===== src/rtl/hbg_pkg.sv =====
// Shared types for the half-bridge gate sequencer.
package hbg_pkg;

    // Sequencer state: which switch conducts, or which refresh phase runs.
    typedef enum logic [2:0] {
        ST_IDLE = 3'd0,   // both off (dead interval or no request)
        ST_HI   = 3'd1,   // high side conducting
        ST_LO   = 3'd2,   // low side conducting on command
        ST_RGAP = 3'd3,   // dead gap before a forced refresh pulse
        ST_RLO  = 3'd4    // forced low-side refresh pulse
    } seq_st_e;

    // Resolved request after fault and conflict gating.
    typedef enum logic [1:0] {
        RQ_OFF = 2'd0,
        RQ_HI  = 2'd1,
        RQ_LO  = 2'd2
    } req_e;

endpackage


===== src/rtl/hbg_sync.sv =====
// Multi-bit multi-stage synchronizer.
// Assumes each bit is an independent level signal; no bus coherence is implied.
module hbg_sync #(
    parameter int STAGES = 2,
    parameter int W      = 1
) (
    input  logic         clk,
    input  logic         rst_n,
    input  logic [W-1:0] d_async,
    output logic [W-1:0] q_sync
);

    logic [W-1:0] pipe [STAGES];

    // First stage captures the asynchronous inputs.
    always_ff @(posedge clk) begin
        if (!rst_n) pipe[0] <= '0;
        else        pipe[0] <= d_async;
    end

    generate
        for (genvar s = 1; s < STAGES; s++) begin : g_stage
            // Each later stage re-registers the previous one.
            always_ff @(posedge clk) begin
                if (!rst_n) pipe[s] <= '0;
                else        pipe[s] <= pipe[s-1];
            end
        end
    endgenerate

    assign q_sync = pipe[STAGES-1];

endmodule


===== src/rtl/hbg_glitch_filter.sv =====
// Level-confirmation filter: the output follows the input only after the input
// has differed from the output for FILT_LEN consecutive clocks.
// Assumes the input is already synchronous to clk.
module hbg_glitch_filter #(
    parameter int FILT_LEN = 4
) (
    input  logic clk,
    input  logic rst_n,
    input  logic din,
    output logic dout
);

    localparam int CW = (FILT_LEN > 1) ? $clog2(FILT_LEN) : 1;
    localparam logic [CW-1:0] LAST = CW'(FILT_LEN - 1);

    logic [CW-1:0] run;

    // Count consecutive disagreeing samples; flip the output at the limit.
    always_ff @(posedge clk) begin
        if (!rst_n) begin
            dout <= 1'b0;
            run  <= '0;
        end else if (din == dout) begin
            run <= '0;
        end else if (run == LAST) begin
            dout <= din;
            run  <= '0;
        end else begin
            run <= run + 1'b1;
        end
    end

    // an output flip must be preceded by a disagreeing sample the cycle before.
    a_r2_flip_needs_input: assert property (@(posedge clk) disable iff (!rst_n)
        $changed(dout) |-> $past(din) == dout);

endmodule


===== src/rtl/hbg_sequencer.sv =====
// Gate sequencer: resolves the two filtered commands into gate enables,
// inserts a dead interval at every handover and forces low-side refresh
// pulses when the high side goes REFRESH_CYC cycles without low-side conduction.
// Assumes commands are filtered and synchronous; fault is a registered level.
module hbg_sequencer
    import hbg_pkg::*;
#(
    parameter int DEAD_CYC    = 20,
    parameter int REFRESH_CYC = 35000,
    parameter int REFR_ON_CYC = 100
) (
    input  logic clk,
    input  logic rst_n,
    input  logic cmd_hi,
    input  logic cmd_lo,
    input  logic fault,
    output logic hi_en,
    output logic lo_en
);

    localparam int DW = $clog2(DEAD_CYC + 1);
    localparam int TW = $clog2(REFRESH_CYC + 1);
    localparam int PW = $clog2(REFR_ON_CYC + 1);
    localparam logic [DW-1:0] DEAD_LD  = DW'(DEAD_CYC);
    localparam logic [TW-1:0] TMR_LAST = TW'(REFRESH_CYC - 1);
    localparam logic [PW-1:0] PLS_LAST = PW'(REFR_ON_CYC - 1);

    seq_st_e       state;
    req_e          req;
    logic [DW-1:0] dcnt;
    logic [TW-1:0] rtmr;
    logic [PW-1:0] rcnt;

    // Resolve the request: a fault or a conflicting pair means both off.
    always_comb begin
        if (fault || (cmd_hi && cmd_lo)) req = RQ_OFF;
        else if (cmd_hi)                 req = RQ_HI;
        else if (cmd_lo)                 req = RQ_LO;
        else                             req = RQ_OFF;
    end

    // State register with dead counter and refresh pulse counter.
    always_ff @(posedge clk) begin
        if (!rst_n) begin
            state <= ST_IDLE;
            dcnt  <= '0;
            rcnt  <= '0;
        end else begin
            if (dcnt != '0) dcnt <= dcnt - 1'b1;
            case (state)
                ST_IDLE: begin
                    if (dcnt == '0 && req == RQ_HI)      state <= ST_HI;
                    else if (dcnt == '0 && req == RQ_LO) state <= ST_LO;
                end
                ST_HI: begin
                    if (req != RQ_HI) begin
                        state <= ST_IDLE;
                        dcnt  <= DEAD_LD;
                    end else if (rtmr == TMR_LAST) begin
                        state <= ST_RGAP;
                        dcnt  <= DEAD_LD;
                    end
                end
                ST_LO: begin
                    if (req != RQ_LO) begin
                        state <= ST_IDLE;
                        dcnt  <= DEAD_LD;
                    end
                end
                ST_RGAP: begin
                    if (req == RQ_OFF) begin
                        state <= ST_IDLE;
                    end else if (dcnt == '0) begin
                        state <= ST_RLO;
                        rcnt  <= '0;
                    end
                end
                ST_RLO: begin
                    if (req == RQ_OFF || rcnt == PLS_LAST) begin
                        state <= ST_IDLE;
                        dcnt  <= DEAD_LD;
                    end else begin
                        rcnt <= rcnt + 1'b1;
                    end
                end
                default: state <= ST_IDLE;
            endcase
        end
    end

    // Refresh timer: cleared by any low-side conduction, runs while high side is on.
    always_ff @(posedge clk) begin
        if (!rst_n)                                   rtmr <= '0;
        else if (state == ST_LO || state == ST_RLO)   rtmr <= '0;
        else if (state == ST_HI && rtmr != TMR_LAST)  rtmr <= rtmr + 1'b1;
    end

    assign hi_en = (state == ST_HI);
    assign lo_en = (state == ST_LO) || (state == ST_RLO);

    // Checker-side counters: off-run since last conduction, and high-side stint length.
    logic [DW-1:0] chk_off;
    logic [TW-1:0] chk_hi;

    // Track cycles both enables have been off, saturating at the dead time.
    always_ff @(posedge clk) begin
        if (!rst_n)               chk_off <= DEAD_LD;
        else if (hi_en || lo_en)  chk_off <= '0;
        else if (chk_off != DEAD_LD) chk_off <= chk_off + 1'b1;
    end

    // Track length of the current high-side stint.
    always_ff @(posedge clk) begin
        if (!rst_n)     chk_hi <= '0;
        else if (hi_en) chk_hi <= (chk_hi == '1) ? chk_hi : chk_hi + 1'b1;
        else            chk_hi <= '0;
    end

    a_r3_dead_gap: assert property (@(posedge clk) disable iff (!rst_n)
        ($rose(hi_en) || $rose(lo_en)) |-> chk_off >= DEAD_LD);

    a_r3_exclusive: assert property (@(posedge clk) disable iff (!rst_n)
        $rose(hi_en) |-> $past(!lo_en));

    a_r4_hi_stint: assert property (@(posedge clk) disable iff (!rst_n)
        chk_hi <= TW'(REFRESH_CYC));

    a_r5_conflict_off: assert property (@(posedge clk) disable iff (!rst_n)
        (cmd_hi && cmd_lo) |=> (!hi_en && !lo_en));

endmodule


===== src/rtl/hbg_fault_ctl.sv =====
// Fault latch: sets on bias undervoltage, overcurrent or an unblanked phase
// mismatch; clears after both filtered commands stay low for FRST_CYC cycles.
// Assumes all status inputs are synchronous; set has priority over clear.
module hbg_fault_ctl #(
    parameter int BLANK_CYC = 36,
    parameter int FRST_CYC  = 1000
) (
    input  logic clk,
    input  logic rst_n,
    input  logic bias_low,
    input  logic ovc,
    input  logic phase,
    input  logic hi_en,
    input  logic lo_en,
    input  logic cmd_hi,
    input  logic cmd_lo,
    output logic fault
);

    localparam int BW = $clog2(BLANK_CYC + 1);
    localparam int RW = $clog2(FRST_CYC + 1);
    localparam logic [BW-1:0] BLANK_LD = BW'(BLANK_CYC);
    localparam logic [RW-1:0] RST_LAST = RW'(FRST_CYC - 1);

    logic [1:0]    en_prev;
    logic [BW-1:0] blank;
    logic [RW-1:0] low_run;
    logic          both_low;
    logic          mismatch;
    logic          set_f;
    logic          clr_f;

    assign both_low = !cmd_hi && !cmd_lo;

    // Blanking counter: reload on any enable change, then count down.
    always_ff @(posedge clk) begin
        if (!rst_n) begin
            en_prev <= 2'b00;
            blank   <= '0;
        end else begin
            en_prev <= {hi_en, lo_en};
            if ({hi_en, lo_en} != en_prev) blank <= BLANK_LD;
            else if (blank != '0)          blank <= blank - 1'b1;
        end
    end

    // Phase disagreement, only once the output has had time to settle.
    always_comb begin
        mismatch = 1'b0;
        if (blank == '0 && {hi_en, lo_en} == en_prev)
            mismatch = (hi_en && !phase) || (lo_en && phase);
    end

    // Count consecutive cycles with both commands low.
    always_ff @(posedge clk) begin
        if (!rst_n || !both_low)   low_run <= '0;
        else if (low_run != RST_LAST) low_run <= low_run + 1'b1;
    end

    assign set_f = bias_low || ovc || mismatch;
    assign clr_f = both_low && (low_run == RST_LAST);

    // Fault latch with set priority.
    always_ff @(posedge clk) begin
        if (!rst_n)     fault <= 1'b0;
        else if (set_f) fault <= 1'b1;
        else if (clr_f) fault <= 1'b0;
    end

    a_r7_cause_sets: assert property (@(posedge clk) disable iff (!rst_n)
        (bias_low || ovc) |=> fault);

    a_r9_hold_unless_low: assert property (@(posedge clk) disable iff (!rst_n)
        (fault && !both_low) |=> fault);

    a_r10_blank_ignored: assert property (@(posedge clk) disable iff (!rst_n)
        (!fault && !bias_low && !ovc && blank != '0) |=> !fault);

endmodule


===== src/rtl/hb_gate_seq.sv =====
// Half-bridge gate sequencer top: synchronizes all asynchronous inputs,
// filters the two commands, sequences the gates, latches faults and
// captures the comparator threshold select between conduction pulses.
// Assumes one clock domain; all timing parameters are in clock cycles.
module hb_gate_seq #(
    parameter int SYNC_STAGES = 2,
    parameter int FILT_LEN    = 4,
    parameter int DEAD_CYC    = 20,
    parameter int REFRESH_CYC = 35000,
    parameter int REFR_ON_CYC = 100,
    parameter int BLANK_CYC   = DEAD_CYC + 16,
    parameter int FRST_CYC    = 1000
) (
    input  logic clk,
    input  logic rst_n,
    input  logic hs_cmd,
    input  logic ls_cmd,
    input  logic bias_low,
    input  logic ovc_trip,
    input  logic phase_fb,
    input  logic trip_boost,
    output logic hs_gate_en,
    output logic ls_gate_en,
    output logic fault,
    output logic thr_sel
);

    localparam int NCMD = 2;
    localparam int NIN  = NCMD + 4;

    logic [NIN-1:0]  raw_in;
    logic [NIN-1:0]  syn_in;
    logic [NCMD-1:0] cmd_f;

    assign raw_in = {trip_boost, phase_fb, ovc_trip, bias_low, ls_cmd, hs_cmd};

    hbg_sync #(.STAGES(SYNC_STAGES), .W(NIN)) u_sync (
        .clk     (clk),
        .rst_n   (rst_n),
        .d_async (raw_in),
        .q_sync  (syn_in)
    );

    generate
        for (genvar c = 0; c < NCMD; c++) begin : g_filt
            hbg_glitch_filter #(.FILT_LEN(FILT_LEN)) u_filt (
                .clk   (clk),
                .rst_n (rst_n),
                .din   (syn_in[c]),
                .dout  (cmd_f[c])
            );
        end
    endgenerate

    hbg_sequencer #(
        .DEAD_CYC    (DEAD_CYC),
        .REFRESH_CYC (REFRESH_CYC),
        .REFR_ON_CYC (REFR_ON_CYC)
    ) u_seq (
        .clk    (clk),
        .rst_n  (rst_n),
        .cmd_hi (cmd_f[0]),
        .cmd_lo (cmd_f[1]),
        .fault  (fault),
        .hi_en  (hs_gate_en),
        .lo_en  (ls_gate_en)
    );

    hbg_fault_ctl #(
        .BLANK_CYC (BLANK_CYC),
        .FRST_CYC  (FRST_CYC)
    ) u_fault (
        .clk      (clk),
        .rst_n    (rst_n),
        .bias_low (syn_in[2]),
        .ovc      (syn_in[3]),
        .phase    (syn_in[4]),
        .hi_en    (hs_gate_en),
        .lo_en    (ls_gate_en),
        .cmd_hi   (cmd_f[0]),
        .cmd_lo   (cmd_f[1]),
        .fault    (fault)
    );

    // Capture the boost request only while no switch conducts.
    always_ff @(posedge clk) begin
        if (!rst_n)                       thr_sel <= 1'b0;
        else if (!hs_gate_en && !ls_gate_en) thr_sel <= syn_in[5];
    end

    a_r8_fault_gates_off: assert property (@(posedge clk) disable iff (!rst_n)
        fault |=> (!hs_gate_en && !ls_gate_en));

    a_r11_thr_held: assert property (@(posedge clk) disable iff (!rst_n)
        ((hs_gate_en || ls_gate_en) && $past(hs_gate_en || ls_gate_en)) |-> $stable(thr_sel));

endmodule


===== config.mk =====
export PLATFORM = sky130hd
export DESIGN_NAME = hb_gate_seq
export DESIGN_NICKNAME = d
export VERILOG_FILES = /design/src/rtl/hbg_pkg.sv /design/src/rtl/hbg_sync.sv /design/src/rtl/hbg_glitch_filter.sv /design/src/rtl/hbg_sequencer.sv /design/src/rtl/hbg_fault_ctl.sv /design/src/rtl/hb_gate_seq.sv
export SDC_FILE = /design/constraint.sdc
export NUM_CORES = 1
export LEC_CHECK = 0
export ABC_CLOCK_PERIOD_IN_PS = 2800
export BUFFER_PORTS_ARGS = -buffer_cell sky130_fd_sc_hd__buf_2
export CAP_MARGIN = 5
export CORE_ASPECT_RATIO = 1.1
export CORE_MARGIN = 2
export CORE_UTILIZATION = 60
export CTS_CLUSTER_DIAMETER = 30
export DETAILED_ROUTE_END_ITERATION = 7
export MAX_ROUTING_LAYER = met4
export PLACE_DENSITY = 0.75
export RECOVER_POWER = 50
export SLEW_MARGIN = 30
export SYNTH_ARGS = -nofsm -noshare
export SYNTH_HDL_FRONTEND = slang
export SYNTH_SLANG_ARGS = --single-unit

===== constraint.sdc =====
create_clock -name clk -period 2.8 [get_ports clk]
set_input_delay 0.28 -clock clk [delete_from_list [all_inputs] [get_ports clk]]
set_output_delay 0.28 -clock clk [all_outputs]
set_load 0.01 [all_outputs]

# Yosys cells after proc, flatten, opt, wreduce, memory -nomap -nowiden
# Memories as Yosys holds them, arrays and structs flattened.
# Index checks and enable logic that the tools add are counted.
# totals
regBits	57
ram_bits	12
inputBits	8
output_inout_bits	4
word_cells	126
memories	1
# op_classes
n_addsub	7
n_eq_ne	27
mux	31
bitwise	5
n_reduce_logical	41
# mem_list
memory	words	word_bits	read_ports	rd_clocked_by_memory_dff	wr	line	text
u_sync.pipe	2	6	2	0	2	hbg_sync.sv:13	logic [W-1:0] pipe [STAGES];
# op_table
operator	n
$mux W5	5
$mux W3	8
$mux W6	4
$mux W7	3
$add A16 B1 Y16 const B	1
$eq A16 B16 Y1 const B	1
$ne A16 B16 Y1 const B	1
$pmux W3 S5	1
$pmux W5 S3	1
$pmux W7 S2	1
$add A10 B1 Y10 const B	1
$eq A10 B10 Y1 const B	1
$logic_and A1 B1 Y1	10
$ne A10 B10 Y1 const B	1
$ne A3 B1 Y1 const B	3
$ne A2 B1 Y1 const B	4
$add A7 B1 Y7 const B	1
$eq A7 B7 Y1 const B	1
$logic_not A1 Y1	7
$logic_or A1 B1 Y1	7
$eq A2 B2 Y1 const B	3
$eq A3 B2 Y1 const B	2
$logic_not A6 Y1	1
$mux W2	3
other kinds (24)	40

# Logic depth before layout (Yosys ltp)
# depth
ltp_word	8
mapped_depth	9
ltp_nobuf	7

# Hierarchy
# From an unflattened synthesis, not the netlist that was laid out.
# unflattened
cells_unflattened	334
area_unflattened_um2	3140.5
# by_module_without_submodules
module	n_inst	cells_per_inst	area_each_um2	seq_area_each_um2
hbg_sequencer	1	191	1620.3	620.6
hbg_fault_ctl	1	96	907.1	380.4
hbg_sync	1	25	336.6	240.2
hbg_glitch_filter	2	9	118.9	60.1
hb_gate_seq	1	4	38.8	20.0

# Worst setup path after synthesis
# Ideal clock, no wire load.
# synth_path
path_kind	register to register
from	reg u_seq.dcnt[0]
to	reg u_seq.rcnt[5]
setup_time_ns	0.072
arrival_ns	2.288
required_time_ns	2.728
slack_ns	0.440
stages_incl_launch_ff	10
n_path_buf	2
synth_period_minus_slack_ns	2.360
path_cell_list	dfxtp_1 inv_1 ha_1 or4b_4 buf_6 or2_4 a21o_1 buf_6 or4_1 a21oi_1
# synth_between
elab_chain_cells	3
# synth_lines
element	line	text
start: declaration	hbg_sequencer.sv:30	logic [DW-1:0] dcnt;
start signal: assignment	hbg_sequencer.sv:49	if (dcnt != '0) dcnt <= dcnt - 1'b1;
$logic_not A5 Y1	hbg_sequencer.sv:73	end else if (dcnt == '0) begin
$ne A2 B1 Y1 (no line)	--	
$reduce_and A4 Y1 (no line)	--	
end signal: assignment	hbg_sequencer.sv:83	rcnt <= rcnt + 1'b1;
end: declaration	hbg_sequencer.sv:32	logic [PW-1:0] rcnt;
# Every way passes these cells.
# A chain may end at the register's enable or synchronous reset.

# Worst setup path in the final report
# Same ends and word-level chain as after synthesis.

==> results by group <==
Logic synthesis
  • Synth unique cells: 45
  • Avg Cell Area, Syn: between 9 and 10 sq um
  • Synthesized area: 3060 sq um
  • Mapped Cells: 334
  • #FFs+latches synth: 69
  • Post-synthesis sequential area ratio: 45.1%
  • EDFF count, synth: 0
  • FFs w/ async S/R, synth: 0%
  • Top_reg_cell synth: dfxtp_1
  • Syn nets: 350
  • Yosys Warn Count: 0

Floorplan
  • Core area: 4970 sq um
  • Chip width: 72.1 microns
  • FP Rows: 27
  • Die area: 5690 sq um
  • IO Pins: 12
  • Initial Util: 61.7%
  • DIE HEIGHT: 78.9 microns

Pwr
  • Cell Int Power: 0.00192 W
  • PwrDens: around 750 nW/um^2
  • Comb pwr share: between 10% and 20%
  • Leakage: around 1.3 nW
  • Sequential share of power: 43.9%
  • VDD IR max: 439 uV
  • P_sw: 0.000635 W
  • Switching part of the total power: 24.8%
  • Clock share of power: 39.1%

Setup path
  • Slowest CP cell: or4b_4
  • Setup Crit Path Kind: reg -> reg
  • Top fanout value on the critical path: 10
  • CP cell instances: inv_1 -> ha_1 -> or4b_4 -> or2_4 -> a21o_1 -> or4_1 -> a21oi_1
  • Worst EP arrival: approximately 2.7 ns
  • RR Startpoint: u_seq.dcnt[0]
  • RR Endpoint: u_seq.rcnt[5]
  • Worst EP required: 3.06 ns
  • CP startpoint kind: register
  • CP max stage delay: between 0.5 and 0.6 ns
  • FF-to-FF path depth: 7
  • Crit. End Element: register
  • FF-to-FF setup slack: a little over 0.4 ns

Placement
  • GP Congestion: 0.778
  • DP Worst Slack: 0.426 ns
  • Detailed Place HPWL: 3490 microns
  • Port Buf Inserts: 11

STA
  • Fin Setup TNS: 0 ns
  • RSZ-0062 raised after global routing: false
  • Final worst path period share: 85.5%
  • Fmax achieved: 418 MHz
  • Final hold vios: 0
  • Max Slew Vio Count: 0
  • Rel. slew slack: 52.8%
  • Post-route minimum period: 2.39 ns
  • Final setup fails: 0
  • Worst Max-Slew Pin Slew: 0.708 ns
  • PnR worst setup slack: 0.407 ns
  • Clock skew: 0.00482 ns

Drt
  • Via count: 2,280
  • Post-route DRC: 0
  • Vias/cell: 5.56
  • Pre-antenna DRT Iters: 4
  • Iteration-0 DRC Markers: between 80 and 90
  • Final wirelength: 5040 microns
  • Post-DR wirelength/cell: 12.3 microns
  • Antenna Nets Post-Route: 0

Final layout
  • Footprint of the multi-input gates: ~1600 sq um
  • Ant diodes: 0
  • Filler instances: 424
  • Nets: about 360
  • Area Overhead vs Synth: 11.0%
  • Storage element area: 1380 sq um
  • Share of layout cells above drive strength 1: a little over 8%

Hold path
  • Type of the most critical hold path: in -> reg
  • Min-delay src: phase_fb
  • Worst Hold Endpoint: u_sync.pipe[0][4]
  • Hold path cells: 2

CTS
  • Post_cts resized: 0
  • Post-CTS Setup Repair Bufs: 0
  • Total clock sinks: 69
  • CTS Hold Bufs: 0
  • Num CTS Buffers: 9
  • Bufs on Longest Clock Path: 2
  • Worst skew pair latency: 0.33 ns
  • Root Driver: clkbuf_8
  • H-Tree Depth: 3
  • CTS tree: done
  • Clk slew on worst S/H paths: approximately 0.07 ns

Global route
  • Antenna violations before repair: 0
  • First-pass GRT wire length: 9050 microns
  • Total global-route track usage: about a fifth
  • Total gr overflow: 0
  • Vias in the first global route: between 2,000 and 2,500
  • Largest net degree at the start of global routing: 23

Job
  • Max Cap Viol: 0

Outcome
  • Status: finished clean
-- power by group through the flow --
stage	clock [W]	combinational, W	sequential, W
finish	0.00100	0.000433	0.00112
global route	0.00107	0.000503	0.00113
CTS	0.00102	0.000442	0.00113
detailed placement	0	0.000437	0.00115
global placement	0	0.000425	0.00114
floorplan	0	0.000394	0.00113
-- cell families after synthesis --
| logic type | Yosys count | synth area share, % |
|---|---|---|
| simple gates | 159 | 28.7 |
| flops | 69 | 45.1 |
| compound gates | 38 | 8.33 |
| xor+xnor | 35 | 10.0 |
| buf+inv | 20 | 2.94 |
| fa+ha+maj | 8 | 3.27 |
| mux | 5 | 1.63 |
-- placed cells by master, fill, tap and decap left out, types with 7 or more instances in the layout --
cell,n
nand3_1,18
nand2_1,22
a21boi_0,7
and2_1,10
a21oi_1,8
clkbuf_8,11
xnor2_1,10
ha_1,8
nor3_1,7
and3_1,7
buf_2,8
dfxtp_1,69
xor2_1,25
inv_1,7
nor2_1,39
nor3b_1,7
-- worst max path at each step --
stage | slack, ns | start | cells past startpoint | endpoint
CTS | 0.41 | u_seq.dcnt[0] | 7 | u_seq.rcnt[5]
finish | 0.41 | u_seq.dcnt[0] | 7 | u_seq.rcnt[5]
floorplan | 0.44 | u_seq.dcnt[0] | 9 | u_seq.rcnt[5]
detailed placement | 0.43 | u_seq.dcnt[0] | 7 | u_seq.rcnt[5]
global placement | 0.47 | u_seq.dcnt[0] | 7 | u_seq.rcnt[5]
global route | 0.26 | u_seq.dcnt[0] | 7 | u_seq.rcnt[5]
-- synthesized netlist by cell type (7+ instances only) --
cell type,instances,area (sq um)
nor3b_1,7,52.6
nor2_1,39,146
clkbuf_1,11,41.3
and3_1,7,43.8
dfxtp_1,69,1380
inv_1,7,26.3
xnor2_1,10,87.6
a21boi_0,7,52.6
and2_1,14,87.6
xor2_1,25,219
ha_1,8,100
nor3_1,7,35.0
a21oi_1,8,40.0
nand3_1,18,90.1
nand2_1,22,82.6
-- sequential cells by signal, summed over array words and instances, names as in the netlist --
| register | cells |
|---|---|
| u_seq.dcnt | 5 |
| u_fault.fault | 1 |
| u_seq.rtmr | 16 |
| g_filt.u_filt.dout | 2 |
| u_sync.pipe | 12 |
| thr_sel | 1 |
| u_fault.low_run | 10 |
| u_seq.state | 3 |
| u_seq.rcnt | 7 |
| u_fault.en_prev | 2 |
| g_filt.u_filt.run | 4 |
| u_fault.blank | 6 |
-- metal layers --
layer / share of wire (%) / global-route usage (%) / wire length [microns]
met5: 0 / - / 0
met4: 1.5 / 8.87 / 78
met3: 2.9 / 5.33 / 147
met2: 46 / 32.6 / 2330
met1: 49 / 24.7 / 2480
-- final cells by class --
| class | instances | area share, % |
|---|---|---|
| sequential | 69 | 40.6 |
| clock inverter | 5 | 3.13 |
| inverter | 7 | 0.773 |
| tap | 58 | 2.13 |
| multi-input combinational | 245 | 46.8 |
| timing repair buffer | 15 | 2.06 |
| clock buffer | 11 | 4.45 |
-- metrics by stage --
| step | power (W) | hold WS, ns | utilization, % | instance area (sq um) | cells |
|---|---|---|---|---|---|
| floorplan | 0.00153 | 0.405 | - | 3060 | 334 |
| detailed placement | 0.00158 | 0.421 | 63.6 | 3160 | 394 |
| global route | 0.00271 | 0.126 | 68.5 | 3400 | 410 |
| CTS | 0.00259 | 0.141 | 68.8 | 3410 | 410 |
| finish | 0.00256 | 0.148 | 68.5 | 3400 | 410 |
| global placement | 0.00157 | 0.414 | 63.6 | 3160 | 394 |
-- critical path, delay by kind of cell, from the launching register on --
| kind | cells | cell delay, ns |
|---|---|---|
| buf+inv | 1 | 0.08 |
| compound gates | 2 | 0.39 |
| flops | 1 | 0.31 |
| simple gates | 3 | 1.35 |
| fa+ha+maj | 1 | 0.20 |
(Power assumes the default switching activity.)
